### src/rtl/logger_pkg.sv
package logger_pkg;

  typedef enum logic [1:0] {
    LOG_IDLE    = 2'd0,
    LOG_CAPTURE = 2'd1,
    LOG_DONE    = 2'd2
  } logState_t;

  // strobes from control to datapath, valid for one cycle
  typedef struct packed {
    logic clearCount;
    logic writeWord;
    logic rdGrant;
    logic rdRefuse;
  } ctrlStrobe_t;

endpackage

### src/rtl/trig_sync.sv
module trig_sync #(
  parameter int STAGES = 2
) (
  input  logic clk,
  input  logic rstN,
  input  logic asyncIn,
  output logic syncOut
);

  logic [STAGES-1:0] chain;

  generate
    if (STAGES == 1) begin : gSingle
      always_ff @(posedge clk) begin
        if (!rstN) chain <= '0;
        else       chain <= asyncIn;
      end
    end else begin : gMulti
      always_ff @(posedge clk) begin
        if (!rstN) chain <= '0;
        else       chain <= {chain[STAGES-2:0], asyncIn};
      end
    end
  endgenerate

  assign syncOut = chain[STAGES-1];

endmodule

### src/rtl/logger_ctrl.sv
module logger_ctrl
  import logger_pkg::*;
(
  input  logic        clk,
  input  logic        rstN,
  input  logic        trigSync,
  input  logic        limitZero,
  input  logic        lastWord,
  input  logic        rdReq,
  input  logic        rdInRange,
  output ctrlStrobe_t strobe,
  output logic        busy,
  output logic        done
);

  logState_t state, nextState;
  logic trigPrev;
  logic trigRise;

  assign trigRise = trigSync & ~trigPrev;

  always_ff @(posedge clk) begin
    if (!rstN) begin
      state    <= LOG_IDLE;
      trigPrev <= 1'b0;
    end else begin
      state    <= nextState;
      trigPrev <= trigSync;
    end
  end

  always_comb begin
    nextState = state;
    strobe    = '0;
    case (state)
      LOG_CAPTURE: begin
        if (!trigSync) begin
          nextState = LOG_DONE;
        end else begin
          strobe.writeWord = 1'b1;
          if (lastWord) nextState = LOG_DONE;
        end
      end
      default: begin
        if (trigRise) begin
          strobe.clearCount = 1'b1;
          nextState = limitZero ? LOG_DONE : LOG_CAPTURE;
        end
      end
    endcase

    if (rdReq) begin
      if (state == LOG_DONE && rdInRange) strobe.rdGrant  = 1'b1;
      else                                strobe.rdRefuse = 1'b1;
    end
  end

  assign busy = (state == LOG_CAPTURE);
  assign done = (state == LOG_DONE);

endmodule

### src/rtl/logger_datapath.sv
module logger_datapath
  import logger_pkg::*;
#(
  parameter int SAMPLE_W = 14,
  parameter int HALF_W   = 16,
  parameter int ADDR_W   = 28
) (
  input  logic                  clk,
  input  logic                  rstN,
  input  ctrlStrobe_t           strobe,
  input  logic [SAMPLE_W-1:0]   chanA,
  input  logic [SAMPLE_W-1:0]   chanB,
  input  logic [ADDR_W:0]       limitWords,
  input  logic [ADDR_W-1:0]     rdAddr,
  output logic                  wrEn,
  output logic [ADDR_W-1:0]     wrAddr,
  output logic [2*HALF_W-1:0]   wrData,
  output logic [ADDR_W:0]       wordCount,
  output logic                  memRdEn,
  output logic [ADDR_W-1:0]     memRdAddr,
  output logic                  rdError,
  output logic                  lastWord,
  output logic                  limitZero,
  output logic                  rdInRange
);

  localparam int CNT_W = ADDR_W + 1;
  localparam int EXT_W = HALF_W - SAMPLE_W;
  localparam logic [CNT_W-1:0] DEPTH = CNT_W'(1) << ADDR_W;

  logic [CNT_W-1:0]    count;
  logic [CNT_W-1:0]    effLimit;
  logic [HALF_W-1:0]   extA, extB;

  assign effLimit  = (limitWords > DEPTH) ? DEPTH : limitWords;
  assign lastWord  = (count + CNT_W'(1)) == effLimit;
  assign limitZero = (effLimit == '0);
  assign rdInRange = ({1'b0, rdAddr} < count);

  generate
    if (EXT_W > 0) begin : gExtend
      assign extA = {{EXT_W{chanA[SAMPLE_W-1]}}, chanA};
      assign extB = {{EXT_W{chanB[SAMPLE_W-1]}}, chanB};
    end else begin : gDirect
      assign extA = chanA;
      assign extB = chanB;
    end
  endgenerate

  always_ff @(posedge clk) begin
    if (!rstN) begin
      count     <= '0;
      wrEn      <= 1'b0;
      wrAddr    <= '0;
      wrData    <= '0;
      memRdEn   <= 1'b0;
      memRdAddr <= '0;
      rdError   <= 1'b0;
    end else begin
      wrEn    <= strobe.writeWord;
      memRdEn <= strobe.rdGrant;
      rdError <= strobe.rdRefuse;
      if (strobe.clearCount) begin
        count <= '0;
      end else if (strobe.writeWord) begin
        count  <= count + CNT_W'(1);
        wrAddr <= count[ADDR_W-1:0];
        wrData <= {extB, extA};
      end
      if (strobe.rdGrant) memRdAddr <= rdAddr;
    end
  end

  assign wordCount = count;

endmodule

### src/rtl/sample_logger.sv
module sample_logger
  import logger_pkg::*;
#(
  parameter int SAMPLE_W    = 14,
  parameter int HALF_W      = 16,
  parameter int ADDR_W      = 28,
  parameter int SYNC_STAGES = 2
) (
  input  logic                  clk,
  input  logic                  rstN,
  input  logic                  trigIn,
  input  logic [SAMPLE_W-1:0]   chanA,
  input  logic [SAMPLE_W-1:0]   chanB,
  input  logic [ADDR_W:0]       limitWords,
  output logic                  wrEn,
  output logic [ADDR_W-1:0]     wrAddr,
  output logic [2*HALF_W-1:0]   wrData,
  output logic                  captureBusy,
  output logic                  captureDone,
  output logic [ADDR_W:0]       wordCount,
  input  logic                  rdReq,
  input  logic [ADDR_W-1:0]     rdAddr,
  output logic                  memRdEn,
  output logic [ADDR_W-1:0]     memRdAddr,
  output logic                  rdError
);

  ctrlStrobe_t strobe;
  logic trigSync, lastWord, limitZero, rdInRange;

  trig_sync #(.STAGES(SYNC_STAGES)) uSync (
    .clk(clk), .rstN(rstN), .asyncIn(trigIn), .syncOut(trigSync)
  );

  logger_ctrl uCtrl (
    .clk(clk), .rstN(rstN), .trigSync(trigSync), .limitZero(limitZero),
    .lastWord(lastWord), .rdReq(rdReq), .rdInRange(rdInRange),
    .strobe(strobe), .busy(captureBusy), .done(captureDone)
  );

  logger_datapath #(.SAMPLE_W(SAMPLE_W), .HALF_W(HALF_W), .ADDR_W(ADDR_W)) uPath (
    .clk(clk), .rstN(rstN), .strobe(strobe), .chanA(chanA), .chanB(chanB),
    .limitWords(limitWords), .rdAddr(rdAddr), .wrEn(wrEn), .wrAddr(wrAddr),
    .wrData(wrData), .wordCount(wordCount), .memRdEn(memRdEn),
    .memRdAddr(memRdAddr), .rdError(rdError), .lastWord(lastWord),
    .limitZero(limitZero), .rdInRange(rdInRange)
  );

endmodule

### config.mk
export PLATFORM = sky130hd
export DESIGN_NAME = sample_logger
export DESIGN_NICKNAME = d
export VERILOG_FILES = /design/src/rtl/logger_pkg.sv /design/src/rtl/trig_sync.sv /design/src/rtl/logger_ctrl.sv /design/src/rtl/logger_datapath.sv /design/src/rtl/sample_logger.sv
export SDC_FILE = /design/constraint.sdc
export NUM_CORES = 1
export LEC_CHECK = 0
export BUFFER_PORTS_ARGS = -buffer_cell sky130_fd_sc_hd__buf_2
export CAP_MARGIN = 5
export CORE_ASPECT_RATIO = 1.1
export CORE_MARGIN = 2
export CORE_UTILIZATION = 45
export DETAILED_ROUTE_END_ITERATION = 10
export GPL_TIMING_DRIVEN = 1
export PLACE_DENSITY_LB_ADDON = 0.08
export SKIP_LAST_GASP = 1
export SYNTH_ARGS = -nofsm -noshare
export SYNTH_HDL_FRONTEND = slang
export SYNTH_SLANG_ARGS = --single-unit
export TNS_END_PERCENT = 100
### constraint.sdc
create_clock -name clk -period 6.41 [get_ports clk]
set_clock_uncertainty 0.2 [all_clocks]
set_input_delay 0.9615 -clock clk [delete_from_list [all_inputs] [get_ports clk]]
set_output_delay 0.9615 -clock clk [all_outputs]
set_load 0.01 [all_outputs]
==> impl_results.html <==
<table>
<tr><th>Metric</th><th>Value</th></tr>
<tr><th colspan="2">GRT</th></tr>
<tr><td>GR Overflow Total</td><td>0</td></tr>
<tr><td>Wire length of the first global-routing pass</td><td>between 20000 and 30000 um</td></tr>
<tr><td>Pin count of the biggest net entering global routing</td><td>72</td></tr>
<tr><td>Gr usage total</td><td>24.0%</td></tr>
<tr><td>Vias in the first global route</td><td>approximately 5600</td></tr>
<tr><td>Initial antenna violation count</td><td>0</td></tr>
<tr><th colspan="2">Hold path</th></tr>
<tr><td>Count of cells along the worst hold path</td><td>1</td></tr>
<tr><td>Min-Delay Path Class</td><td>reg2reg</td></tr>
<tr><th colspan="2">Floorplanning</th></tr>
<tr><td>IO Count</td><td>211</td></tr>
<tr><td>Core Region</td><td>14400 um2</td></tr>
<tr><td>Die Height</td><td>between 100 and 150 um</td></tr>
<tr><td>Width of the die</td><td>119 um</td></tr>
<tr><td>Initial cell density of the core</td><td>45.8%</td></tr>
<tr><td>Die area</td><td>~16000 um2</td></tr>
<tr><td>Row count</td><td>46</td></tr>
<tr><th colspan="2">Critical path</th></tr>
<tr><td>Setup crit start kind</td><td>flip-flop</td></tr>
<tr><td>CP most frequent cell</td><td>sky130_fd_sc_hd__nand4_1</td></tr>
<tr><td>Worst r2r path cells</td><td>10</td></tr>
<tr><td>Data arrival time of the critical path</td><td>between 3 and 4 ns</td></tr>
<tr><td>Setup Crit Path Kind</td><td>reg2reg</td></tr>
<tr><td>Largest stage delay on the critical path</td><td>0.57 ns</td></tr>
<tr><td>Worst EP required</td><td>6.52 ns</td></tr>
<tr><td>Critical path's slowest cell</td><td>sky130_fd_sc_hd__dfxtp_1</td></tr>
<tr><td>Sort of element at the end of the critical path</td><td>flip-flop</td></tr>
<tr><td>Peak fanout along the critical path</td><td>10</td></tr>
<tr><td>Crit-path cells</td><td>ha_1, and3_1, nand4_1, or3_1, xnor2_1, o32a_1, or4_1, and4bb_1, nand4_1, a31o_1</td></tr>
<tr><th colspan="2">STA</th></tr>
<tr><td>Achievable Freq</td><td>0.267 GHz</td></tr>
<tr><td>Hold Fails Final Rpt</td><td>0</td></tr>
<tr><td>RSZ-0062 raised after global routing</td><td>false</td></tr>
<tr><td>Setup violators final</td><td>0</td></tr>
<tr><td>Pins over their slew limit</td><td>0</td></tr>
<tr><td>Sum of negative setup slack</td><td>0 ns</td></tr>
<tr><td>Final worst path period need</td><td>3.74 ns</td></tr>
<tr><td>Slew at the pin closest to its max-slew limit</td><td>1.02 ns</td></tr>
<tr><td>Final Hold Slack</td><td>0.231 ns</td></tr>
<tr><td>Max-Slew Margin vs Limit</td><td>~32%</td></tr>
<tr><td>Post-route fraction of the period consumed by the critical path</td><td>58.4%</td></tr>
<tr><th colspan="2">Logic synthesis</th></tr>
<tr><td>Asr flop ratio synth</td><td>0%</td></tr>
<tr><td>Portion of synthesized cell area occupied by the leading cell type</td><td>36.7%</td></tr>
<tr><td>Synthesis Warnings</td><td>0</td></tr>
<tr><td>Count of state elements after synthesis</td><td>between 100 and 150</td></tr>
<tr><td>Top cells by area in the synthesized netlist</td><td>sky130_fd_sc_hd__dfxtp_1 (37%), sky130_fd_sc_hd__nand2_1 (11%), sky130_fd_sc_hd__xnor2_1 (7.4%)</td></tr>
<tr><td>Synthesized area divided by synthesized cell count</td><td>7.81 um2</td></tr>
<tr><td>Syn_nets</td><td>between 900 and 1000</td></tr>
<tr><td>Number of synthesized flops with an enable pin</td><td>0</td></tr>
<tr><td>Synthesized instance count</td><td>~840</td></tr>
<tr><td>Cell type contributing the most total cell area after synthesis</td><td>sky130_fd_sc_hd__dfxtp_1</td></tr>
<tr><td>Fraction of the yosys area taken by sequential cells</td><td>between 30% and 40%</td></tr>
<tr><td>Post-Syn Area</td><td>6590 um2</td></tr>
<tr><td>Leading register cell type out of synthesis</td><td>sky130_fd_sc_hd__dfxtp_1</td></tr>
<tr><td>Synth unique cells</td><td>60</td></tr>
<tr><th colspan="2">Outcome</th></tr>
<tr><td>Run status</td><td>complete, no violations</td></tr>
<tr><th colspan="2">Power and ir drop</th></tr>
<tr><td>Reported net switching power</td><td>405 uW</td></tr>
<tr><td>Power share of the combinational group</td><td>6.8%</td></tr>
<tr><td>Switching power as a share of total power</td><td>22.0%</td></tr>
<tr><td>Pwr/cell area</td><td>223 nW/um2</td></tr>
<tr><td>Leakage power summed over all cells</td><td>3.43 nW</td></tr>
<tr><td>Part of the total power dissipated in the clock network</td><td>52.0%</td></tr>
<tr><td>Largest vdd supply drop</td><td>0.143 mV</td></tr>
<tr><td>Total internal power</td><td>1.44 mW</td></tr>
<tr><td>Fraction of power consumed by sequential logic</td><td>about two fifths</td></tr>
<tr><th colspan="2">Routing</th></tr>
<tr><td>WL met3</td><td>1340 um</td></tr>
<tr><td>Average via count per standard cell</td><td>5.19</td></tr>
<tr><td>Total detailed-routing wirelength</td><td>19200 um</td></tr>
<tr><td>Count of nets left with antenna violations after detail routing</td><td>0</td></tr>
<tr><td>Number of iterations in the first detailed-routing pass</td><td>5</td></tr>
<tr><td>Per-cell routed wire length</td><td>approximately 16 um</td></tr>
<tr><td>Residual DRC</td><td>0</td></tr>
<tr><td>Met2 routed WL</td><td>approximately 8400 um</td></tr>
<tr><td>Total via count after detailed routing</td><td>roughly 6400</td></tr>
<tr><td>M1 wire length</td><td>slightly above 9000 um</td></tr>
<tr><td>Top metal layer carrying routed signals</td><td>met4</td></tr>
<tr><td>1st-iter DRT viols</td><td>452</td></tr>
<tr><th colspan="2">Clocking</th></tr>
<tr><td>Clock transition at the registers of the reported paths</td><td>0.06 ns</td></tr>
<tr><td>Max Buffers Root-to-Sink</td><td>2</td></tr>
<tr><td>Number of buffers created by CTS</td><td>17</td></tr>
<tr><td>Worst-skew pair later-pin latency</td><td>0.42 ns</td></tr>
<tr><td>Post-CTS sizing</td><td>0</td></tr>
<tr><td>CTS H-tree depth</td><td>4</td></tr>
<tr><td>Buffers inserted during post-CTS setup optimization</td><td>0</td></tr>
<tr><td>Clock tree root driver cell</td><td>sky130_fd_sc_hd__clkbuf_16</td></tr>
<tr><td>TritonCTS clock tree</td><td>yes</td></tr>
<tr><td>Sinks on Clock Net</td><td>121</td></tr>
<tr><td>Number of hold buffers added after cts</td><td>0</td></tr>
<tr><th colspan="2">Final layout</th></tr>
<tr><td>Final Non-Filler Cells</td><td>1229</td></tr>
<tr><td>Net count reported at finish</td><td>1141</td></tr>
<tr><td>Commonest non-fill, non-tap cells in the layout</td><td>sky130_fd_sc_hd__buf_2 (210), sky130_fd_sc_hd__nand2_1 (191), sky130_fd_sc_hd__dfxtp_1 (121)</td></tr>
<tr><td>Layout cells sized above 1</td><td>24.7%</td></tr>
<tr><td>Most frequent standard cell in the layout excluding fill and tap cells</td><td>sky130_fd_sc_hd__buf_2</td></tr>
<tr><td>Fillcell total</td><td>around 1400</td></tr>
<tr><td>Synth-to-layout area growth</td><td>25.6%</td></tr>
<tr><th colspan="2">Placed design</th></tr>
<tr><td>GPL Wtd Cong</td><td>0.876</td></tr>
<tr><td>Port-buffer cells</td><td>210</td></tr>
<tr><td>Cell count after placement</td><td>1197</td></tr>
<tr><td>Post-detail-place hpwl</td><td>13900 um</td></tr>
<tr><th colspan="2">Flow run</th></tr>
<tr><td>Maximum Capacitance Violations</td><td>0</td></tr>
</table>
sequential cells by signal, summed over array words and instances, names as in the netlist:
register,flops
uCtrl.state,2
uCtrl.trigPrev,1
uPath.memRdAddr,28
uPath.memRdEn,1
uPath.rdError,1
uPath.wordCount,29
uPath.wrAddr,28
uPath.wrData,28
uPath.wrEn,1
uSync.chain,2
final cells by class:
class	instances	area, um2	share of cell area, %
Tap cell	192	240	2.90
Antenna cell	1	2.50	0.0302
Clock inverter	9	123	1.48
Inverter	34	128	1.54
Sequential cell	121	2420	29.3
Timing Repair Buffer	215	1090	13.1
Multi-Input combinational cell	635	3810	46.0
Clock buffer	22	464	5.61
layer usage:
layer	up-vias	track usage, %
li1	3234	-
met1	2900	32.7
met2	229	37.5
met3	21	6.86
met4	0	6.37
met5	-	0
cells in the mapped netlist, types with 4 or more instances:
cell type	n
sky130_fd_sc_hd__nand2_1	192
sky130_fd_sc_hd__dfxtp_1	121
sky130_fd_sc_hd__a21oi_1	76
sky130_fd_sc_hd__xnor2_1	56
sky130_fd_sc_hd__nor2_1	48
sky130_fd_sc_hd__clkbuf_1	36
sky130_fd_sc_hd__inv_1	34
sky130_fd_sc_hd__nand3_1	32
sky130_fd_sc_hd__ha_1	28
sky130_fd_sc_hd__mux2i_1	28
sky130_fd_sc_hd__o21ai_0	24
sky130_fd_sc_hd__nand4_1	19
sky130_fd_sc_hd__nor4_1	15
sky130_fd_sc_hd__nor3_1	13
sky130_fd_sc_hd__a21o_1	12
sky130_fd_sc_hd__or3_1	11
sky130_fd_sc_hd__buf_2	10
sky130_fd_sc_hd__and2_1	9
sky130_fd_sc_hd__nor2b_1	8
sky130_fd_sc_hd__xor2_1	7
sky130_fd_sc_hd__buf_4	6
sky130_fd_sc_hd__and4_1	5
sky130_fd_sc_hd__nand2b_1	4
sky130_fd_sc_hd__o211ai_1	4
sky130_fd_sc_hd__o21a_1	4
critical path, delay by kind of cell, from the launching register on:
family	cells	cell delay (ns)
and+or+nand+nor	6	1.74
xor gates and xnor gates	1	0.17
AOI/OAI and AO/OA	2	0.60
DFF	1	0.57
adders and majority gates	1	0.33
cells by family (layout without fill, tap and decap cells):
logic type,Yosys count,count (layout),share of synthesized area [%]
adders and majority gates,28,28,5.31
buffers and inverters,88,280,5.56
and+or+nand+nor,374,374,26.7
AOI/OAI and AO/OA,139,139,12.2
xor gates and xnor gates,65,65,9.05
other,0,1,0
DFF,121,121,36.7
muxes,29,29,4.42
power groups by stage:
stage                     clock [mW]  sequential [mW]  combinational (mW)
after floorplan                    0            0.777              0.0675
after global placement             0            0.776               0.124
after detailed placement           0            0.776               0.125
after CTS                      0.976            0.760               0.125
after global routing            1.00            0.760               0.140
final                          0.958            0.760               0.125
final timing paths:
check	startpoint	to	slack, ns
min reg2reg	uSync.chain[0]	uSync.chain[1]	0.23
max reg2reg	uPath.wordCount[0]	uCtrl.state[0]	2.67
max	uPath.wordCount[0]	uCtrl.state[0]	2.67
min	uSync.chain[0]	uSync.chain[1]	0.23
stage by stage:
stage               area, um2  total power, mW  util (%)  worst slack (ns)
floorplan                6590            0.845         -              2.94
global placement         7690            0.900      53.5              2.60
detailed placement       7690            0.901      53.5              2.53
CTS                      8280             1.86      57.5              2.72
global route             8280             1.90      57.5              2.47
finish                   8280             1.84      57.5              2.67
Power figures use the tool's default switching activity.
